**config.mk**
```make
export PLATFORM = sky130hd
export DESIGN_NAME = exc_cause_arb
export DESIGN_NICKNAME = d
export VERILOG_FILES = /design/src/rtl/exc_pkg.sv /design/src/rtl/exc_sw_detect.sv /design/src/rtl/exc_prio_enc.sv /design/src/rtl/exc_cause_arb.sv
export SDC_FILE = /design/constraint.sdc
export NUM_CORES = 1
export LEC_CHECK = 0
export BUFFER_PORTS_ARGS = -buffer_cell sky130_fd_sc_hd__buf_2
export CAP_MARGIN = 20
export CORE_UTILIZATION = 21
export CTS_CLUSTER_DIAMETER = 80
export DETAILED_ROUTE_END_ITERATION = 16
export PLACE_DENSITY = 0.79
export SLEW_MARGIN = 30
export SYNTH_ARGS = -nofsm -noshare
export SYNTH_HDL_FRONTEND = slang
export SYNTH_SLANG_ARGS = --single-unit
export TNS_END_PERCENT = 50
```
**constraint.sdc**
```tcl
create_clock -name clk -period 1.3 [get_ports clk]
set_clock_uncertainty 0.05 [all_clocks]
set_input_delay 0.065 -clock clk [delete_from_list [all_inputs] [get_ports clk]]
set_output_delay 0.065 -clock clk [all_outputs]
set_load 0.02 [all_outputs]
```
**src/rtl/exc_pkg.sv**
```systemverilog
package exc_pkg;

   localparam int NUM_CAUSES = 7;
   localparam int CAUSE_W    = 3;

   // Codes double as priority: lower value wins.
   typedef enum logic [CAUSE_W-1:0] {
      C_IRQ      = 3'd0,
      C_TRAP     = 3'd1,
      C_ILLEGAL  = 3'd2,
      C_UNIMPL   = 3'd3,
      C_BREAK    = 3'd4,
      C_MISALIGN = 3'd5,
      C_DIVERR   = 3'd6
   } cause_e;

   typedef enum logic [1:0] {
      SZ_BYTE = 2'b00,
      SZ_HALF = 2'b01,
      SZ_WORD = 2'b10,
      SZ_RSVD = 2'b11
   } acc_size_e;

endpackage

```
**src/rtl/exc_sw_detect.sv**
```systemverilog
module exc_sw_detect import exc_pkg::*; #(
   parameter int ADDR_W      = 32,
   parameter int DATA_W      = 32,
   parameter bit EN_MISALIGN = 1'b1,
   parameter bit EN_DIVERR   = 1'b1,
   parameter bit HAS_DIV     = 1'b1
) (
   input  logic              mem_en,
   input  logic [1:0]        mem_size,
   input  logic [ADDR_W-1:0] mem_addr,
   input  logic              is_div,
   input  logic              div_signed,
   input  logic [DATA_W-1:0] div_num,
   input  logic [DATA_W-1:0] div_den,
   output logic              misalign,
   output logic              div_err
);

   localparam logic [DATA_W-1:0] MOST_NEG = {1'b1, {(DATA_W-1){1'b0}}};

   if (ADDR_W < 2) begin : g_bad_addr_w
      $error("exc_sw_detect: ADDR_W must be at least 2");
   end
   if (DATA_W < 2) begin : g_bad_data_w
      $error("exc_sw_detect: DATA_W must be at least 2");
   end

   // Marks every input as consumed whichever variant is built.
   logic unused_inputs;
   assign unused_inputs = ^{mem_en, mem_size, mem_addr, is_div, div_signed, div_num, div_den};

   if (EN_MISALIGN) begin : g_misalign
      acc_size_e sz;
      logic      bad_lo;
      assign sz = acc_size_e'(mem_size);
      always_comb begin
         unique case (sz)
            SZ_HALF: bad_lo = mem_addr[0];
            SZ_WORD: bad_lo = |mem_addr[1:0];
            default: bad_lo = 1'b0;
         endcase
      end
      assign misalign = mem_en & bad_lo;
   end else begin : g_no_misalign
      assign misalign = 1'b0;
   end

   if (EN_DIVERR && HAS_DIV) begin : g_diverr
      logic den_zero;
      logic ovf;
      assign den_zero = (div_den == '0);
      assign ovf      = div_signed & (div_num == MOST_NEG) & (div_den == '1);
      assign div_err  = is_div & (den_zero | ovf);
   end else begin : g_no_diverr
      assign div_err = 1'b0;
   end

   // byte and reserved sizes never report misalignment
   always_comb begin
      if (mem_size == SZ_BYTE || mem_size == SZ_RSVD)
         p_byte_never_misaligned_r5: assert (misalign !== 1'b1);
   end

endmodule

```
**src/rtl/exc_prio_enc.sv**
```systemverilog
module exc_prio_enc #(
   parameter int N  = 7,
   parameter int IW = (N > 1) ? $clog2(N) : 1
) (
   input  logic [N-1:0]  req,
   output logic          any,
   output logic [IW-1:0] idx
);

   if (N < 2) begin : g_bad_n
      $error("exc_prio_enc: N must be at least 2");
   end

   always_comb begin
      any = |req;
      idx = '0;
      for (int i = N - 1; i >= 0; i--) begin
         if (req[i]) idx = IW'(i);
      end
   end

   // the chosen index is requested and nothing of lower index is
   always_comb begin
      if (any === 1'b1) begin
         p_winner_requested_r1: assert (req[idx]);
         p_no_lower_pending_r1: assert ((req & ((N'(1) << idx) - N'(1))) == '0);
      end
   end

endmodule

```
**src/rtl/exc_cause_arb.sv**
```systemverilog
module exc_cause_arb import exc_pkg::*; #(
   parameter int ADDR_W       = 32,
   parameter int DATA_W       = 32,
   parameter bit EN_TRAP      = 1'b1,
   parameter bit EN_ILLEGAL   = 1'b1,
   parameter bit EN_UNIMPL    = 1'b1,
   parameter bit EN_BREAK     = 1'b1,
   parameter bit EN_MISALIGN  = 1'b1,
   parameter bit EN_DIVERR    = 1'b1,
   parameter bit HAS_MUL_UNIT = 1'b0,
   parameter bit HAS_DIV_UNIT = 1'b1
) (
   input  logic               clk,
   input  logic               rst_n,
   input  logic               irq_req,
   input  logic               ex_valid,
   input  logic               is_trap,
   input  logic               is_break,
   input  logic               is_illegal,
   input  logic               is_mul,
   input  logic               is_div,
   input  logic               div_signed,
   input  logic [DATA_W-1:0]  div_num,
   input  logic [DATA_W-1:0]  div_den,
   input  logic               mem_en,
   input  logic [1:0]         mem_size,
   input  logic [ADDR_W-1:0]  mem_addr,
   output logic               exc_taken,
   output logic [CAUSE_W-1:0] exc_cause
);

   localparam int ENC_W = $clog2(NUM_CAUSES);
   localparam logic [NUM_CAUSES-1:0] CAUSE_KEEP =
      {EN_DIVERR, EN_MISALIGN, EN_BREAK, EN_UNIMPL, EN_ILLEGAL, EN_TRAP, 1'b1};

   if (ENC_W != CAUSE_W) begin : g_bad_cause_w
      $error("exc_cause_arb: cause width does not match cause count");
   end

   logic                  misalign;
   logic                  div_err;
   logic                  unimpl;
   logic [NUM_CAUSES-1:0] raw;
   logic [NUM_CAUSES-1:0] req;
   logic                  any;
   logic [CAUSE_W-1:0]    win;

   exc_sw_detect #(
      .ADDR_W      (ADDR_W),
      .DATA_W      (DATA_W),
      .EN_MISALIGN (EN_MISALIGN),
      .EN_DIVERR   (EN_DIVERR),
      .HAS_DIV     (HAS_DIV_UNIT)
   ) u_detect (
      .mem_en     (mem_en),
      .mem_size   (mem_size),
      .mem_addr   (mem_addr),
      .is_div     (is_div),
      .div_signed (div_signed),
      .div_num    (div_num),
      .div_den    (div_den),
      .misalign   (misalign),
      .div_err    (div_err)
   );

   assign unimpl = (is_mul & ~HAS_MUL_UNIT) | (is_div & ~HAS_DIV_UNIT);

   always_comb begin
      raw             = '0;
      raw[C_IRQ]      = irq_req;
      raw[C_TRAP]     = ex_valid & is_trap;
      raw[C_ILLEGAL]  = ex_valid & is_illegal;
      raw[C_UNIMPL]   = ex_valid & unimpl;
      raw[C_BREAK]    = ex_valid & is_break;
      raw[C_MISALIGN] = ex_valid & misalign;
      raw[C_DIVERR]   = ex_valid & div_err;
   end

   assign req = raw & CAUSE_KEEP;

   exc_prio_enc #(
      .N  (NUM_CAUSES),
      .IW (CAUSE_W)
   ) u_prio (
      .req (req),
      .any (any),
      .idx (win)
   );

   // One-cycle strobe; the cycle after it is a flush shadow.
   always_ff @(posedge clk) begin
      if (!rst_n) begin
         exc_taken <= 1'b0;
         exc_cause <= '0;
      end else if (exc_taken) begin
         exc_taken <= 1'b0;
         exc_cause <= '0;
      end else begin
         exc_taken <= any;
         exc_cause <= any ? win : '0;
      end
   end

   p_pulse_one_cycle_r9: assert property (@(posedge clk) disable iff (!rst_n)
      exc_taken |=> !exc_taken);

   p_idle_cause_zero_r10: assert property (@(posedge clk) disable iff (!rst_n)
      !exc_taken |-> exc_cause == '0);

   p_irq_first_r1: assert property (@(posedge clk) disable iff (!rst_n)
      (!exc_taken && irq_req) |=> (exc_taken && exc_cause == C_IRQ));

   p_no_sw_without_valid_r2: assert property (@(posedge clk) disable iff (!rst_n)
      (!exc_taken && !irq_req && !ex_valid) |=> !exc_taken);

   p_trap_removed_r11: assert property (@(posedge clk) disable iff (!rst_n)
      exc_taken |-> (EN_TRAP || exc_cause != C_TRAP));

endmodule

```
=== Word-level counts from Yosys, hierarchy flattened ===
Index checks and enable logic that the tools add are counted.

* Equal/unequal tests: 4
* Multiplexer cells: 7
* Bitwise logic cells: 13
* $mul: 0
* Divide/modulo/power cells: 0
* $lt $le $gt $ge: 0
* Reductions and logical operators: 7
* Add/sub/neg operators: 0
* Shift operators: 0

{| class="wikitable"
|+ Operators by type and width
! cell !! count
|-
| equality test 32 bit (second input constant) || 2
|-
| logical NOT 32 bit || 1
|-
| OR reduction 7 bit || 2
|-
| bitwise AND 1 bit || 10
|-
| 2-to-1 mux 3 bit || 3
|-
| OR reduction 5 bit || 1
|-
| 2-to-1 mux 2 bit || 2
|-
| OR reduction 2 bit || 2
|-
| OR reduction 4 bit || 1
|-
| equality test 2 x 1 -> 1 bit (second input constant) || 1
|-
| equality test 2 bit (second input constant) || 1
|-
| inverter 1 bit || 2
|-
| case mux 1 bit (2 select lines) || 1
|-
| 2-to-1 mux 1 bit || 1
|-
| OR 1 bit || 1
|}

* Latch bits: 0
* Memory bits (read-only): 0
* Memories kept: 0
* Logic and storage cells: 35
* Bits of input ports: 109
* Output and inout port bits: 4
* Register bits: 4
* RAM bits: 0

=== Longest topological paths before layout ===
* Word-level depth: 12
* Gate-level depth with buffers: 7

=== By module ===
A second synthesis with hierarchy kept.

* Cells, all modules: 68
* Area, all modules: 520.5 um^2

{| class="wikitable"
|+ Modules (own cells, without submodules)
! module !! instances !! area each (um^2) !! cells an instance !! sequential area each (um^2)
|-
| exc_sw_detect || 1 || 290.3 || 43 || 0.0
|-
| exc_cause_arb || 1 || 157.7 || 14 || 80.1
|-
| exc_prio_enc || 1 || 72.6 || 11 || 0.0
|}

=== Worst setup path before layout ===
Ideal clock, no wire load.

* Kind: flip-flop to flip-flop
* Start: register exc_taken
* End: register exc_cause[1]
* Clock period less this slack: 1.388 ns
* Setup time: 0.074 ns
* Arrival: 1.264 ns
* Path slack: -0.088 ns
* Stages on the path, launching flop included: 5
* Path through: dfxtp_1 nand2b_1 or3b_1 a211o_1 a31oi_1

* Cells in the longest elaborated chain, start to end: 1

{| class="wikitable"
|+ RTL lines
! item !! RTL line !! RTL
|-
| start, declared || exc_cause_arb.sv:28 || <nowiki>output logic exc_taken,</nowiki>
|-
| start signal, assigned || exc_cause_arb.sv:99 || <nowiki>exc_taken <= any;</nowiki>
|-
| OR reduction 5 bit (no line) || -- ||
|-
| end signal, assigned || exc_cause_arb.sv:100 || <nowiki>exc_cause <= any ? win : '0;</nowiki>
|-
| end, declared || exc_cause_arb.sv:29 || <nowiki>output logic [CAUSE_W-1:0] exc_cause</nowiki>
|}

Every way passes these cells.
A chain may end at the register's enable or synchronous reset.

=== Worst setup path after layout ===
Ends and elaborated chain as after synthesis.

==> flow_metrics.env <==
export IMPL_die_height_microns=52.4
export IMPL_clk_latency_ps=230
export IMPL_grt_pass1_wl_mm=2.89
export IMPL_hold_violations=0
export IMPL_globalRoute_totalOverflow=0
export IMPL_cap_violations=0
export IMPL_cp_data_arrival_time_ps=1470
export IMPL_crit_required_ps=1400
export IMPL_relSlewSlack_pct=78.1
export IMPL_worstSetupStartpointType="flop"
export IMPL_status="finished, violations left"
export IMPL_slowest_stage="or3b_4"
export IMPL_dr_first_iter_drc_count=5
export IMPL_grt_max_degree=7
export IMPL_core_sq_um=2300
export IMPL_ir_drop_mv=0.400
export IMPL_area_growth_pct=97.7
export IMPL_place_gp_congestion=0.804
export IMPL_drc=0
export IMPL_place_ws_ps=-210
export IMPL_cts_path_max_buffers=2
export IMPL_fmax_mhz=731
export IMPL_num_vias=896
export IMPL_row_count=17
export IMPL_period_share_pct=105
export IMPL_grtUsageTotal_pct=13.9
export IMPL_dieArea_sq_um=2750
export IMPL_layout_commonest_cell="buf_2"
export IMPL_finalMaxSlewViolations=0
export IMPL_total_leakage_power_nw=0.532
export IMPL_synth_edff_count=0
export IMPL_layout_common_cells="buf_2 (82), nor4_1 (12), nand4_1 (8), nor2_1 (4), buf_4 (4)"
export IMPL_clkTransAtPathRegs_ps=40
export IMPL_crit_path_end="exc_cause[1]"
export IMPL_crit_type="reg2reg"
export IMPL_cts_max_level=1
export IMPL_grt_pass1_vias=755
export IMPL_wl_mm=1.99
export IMPL_worstMarginPinSlew_ps=325
export IMPL_drt_pass1_iter_count=2
export IMPL_diodes=0
export IMPL_fin_crit_ps=1370
export IMPL_violations="negative setup slack"
export IMPL_async_flop_share_pct=0
export IMPL_cts_buffers=3
export IMPL_initial_core_util_pct=23.3
export IMPL_port_buffers=82
export IMPL_cts_hold_buf=0
export IMPL_cts_setup_buffers=0
export IMPL_setup_violations_final=2
export IMPL_power_per_cell_area_nw_per_um2=483
export IMPL_critPathLaunch="exc_taken"
export IMPL_fin_hold_ws_ps=72.2
export IMPL_syn_inst=68
export IMPL_ys_seq_area_share_pct=15.0
export IMPL_rr_worst_depth=4
export IMPL_cts_tree="built"
export IMPL_postRouteAntennaNets=0
export IMPL_antenna_found_initial=0
export IMPL_cts_sinks=4
export IMPL_die_x_microns=52.4
export IMPL_viasPerCell=4.82
export IMPL_cp_max_fo=3
export IMPL_final_util_pct=46.0
export IMPL_r2r_slack_ps=-70
export IMPL_ys_warn_count=0
export IMPL_syn_nets=179
export IMPL_syn_area_sq_um=534
export IMPL_rsz0062_at_grt="yes"
export IMPL_regToRegStartpoint="exc_taken"
export IMPL_clockRootBuffer="clkbuf_4"
export IMPL_critical_path_max_stage_delay_ps=380
export IMPL_hpwl_mm=1.85
export IMPL_drive_gt1_share_pct=63.9
export IMPL_yosysUniqueCellTypes=31
export IMPL_synthFlopType="dfxtp_1"
export IMPL_worst_r2r_endpoint="exc_cause[1]"
export IMPL_fin_nets=270
export IMPL_fillers=251
export IMPL_wl_per_cell_microns=10.7
export IMPL_worst_slack_ps=-67.8
export IMPL_io_pins=113
export IMPL_synth_seq_cells=4
export IMPL_syn_avg_cell_area_sq_um=7.86
export IMPL_hold_path_class="in2reg"
export IMPL_end_kind="flop"
export IMPL_worstPathCellList="nand2b_4, or3b_4, a211o_1, a31oi_1"
## routing by layer
metal,global-route usage (%),share of wire [%]
met1,14.8,39
met2,27.8,51
met3,3.19,9.7
met4,1.32,0
met5,0,0
## synthesized netlist by cell type (2+ instances only)
cell type	number	area share, %
a21oi_1	2	1.9
nand2_1	3	2.1
ha_1	2	4.7
nor3_1	2	1.9
nor2_1	4	2.8
nand4_2	2	4.7
nand2b_1	2	2.3
nor4_1	13	15
a31oi_1	2	2.3
nor4b_1	2	3.3
nand4_1	8	9.4
nand3_1	2	1.9
inv_1	3	2.1
dfxtp_1	4	15
## worst min path at each step
| stage | start | end | cells after the start |
|---|---|---|---|
| after floorplan | rst_n | exc_taken | 2 |
| after global placement | is_trap | exc_cause[0] | 2 |
| after detailed placement | is_trap | exc_cause[0] | 2 |
| after CTS | is_trap | exc_cause[0] | 2 |
| after global routing | is_trap | exc_cause[0] | 2 |
| final | irq_req | exc_taken | 3 |
## logic make-up after synthesis
logic type	Yosys count	synth area share, %
AND/OR/NAND/NOR	47	63.0
flip-flops	4	15.0
AO/OA/AOI/OAI	12	15.2
buffers and inverters	3	2.11
adder cells (fa/ha/maj)	2	4.68
## worst max-delay path: cells and delay by family, from the launching register on
kind | cells | cell delay, ps
flip-flops | 1 | 330
AND/OR/NAND/NOR | 2 | 520
AO/OA/AOI/OAI | 2 | 390
## report_power, final
| part | internal, mW | switching, mW | leakage (nW) |
|---|---|---|---|
| Clock | 0.115 | 0.0519 | 0.0150 |
| Sequential | 0.128 | 0.00164 | 0.0332 |
| Combinational | 0.126 | 0.0878 | 0.483 |
| Total | 0.368 | 0.141 | 0.532 |
## area by class of cell
class | count | area [sq um] | share of cell area [%]
timing repair buffer | 86 | 440 | 41.7
multi-input combinational | 61 | 459 | 43.5
clock buffer | 4 | 26.3 | 2.49
sequential | 4 | 83.8 | 7.94
inverter | 3 | 11.3 | 1.07
tap | 28 | 35.0 | 3.32
## per-stage QoR
stage | power [mW] | TNS (ps) | instances | instance area, sq um
finish | 0.510 | -77.4 | 186 | 1060
global placement | 0.340 | -450 | 182 | 1020
detailed placement | 0.343 | -536 | 182 | 1020
global route | 0.552 | -240 | 186 | 1060
CTS | 0.521 | -157 | 186 | 1050
floorplan | 0.184 | -54.9 | 68 | 546
## sequential cells by signal, summed over array words and instances, names as in the netlist
register / count
exc_cause: 3
exc_taken: 1
## repair_timing
action,4_1_cts,5_1_grt
setup endpoints to repair,2,3
resized for setup,2,1
pin swaps,0,3
No activity file was read; power rests on OpenSTA's default activity.
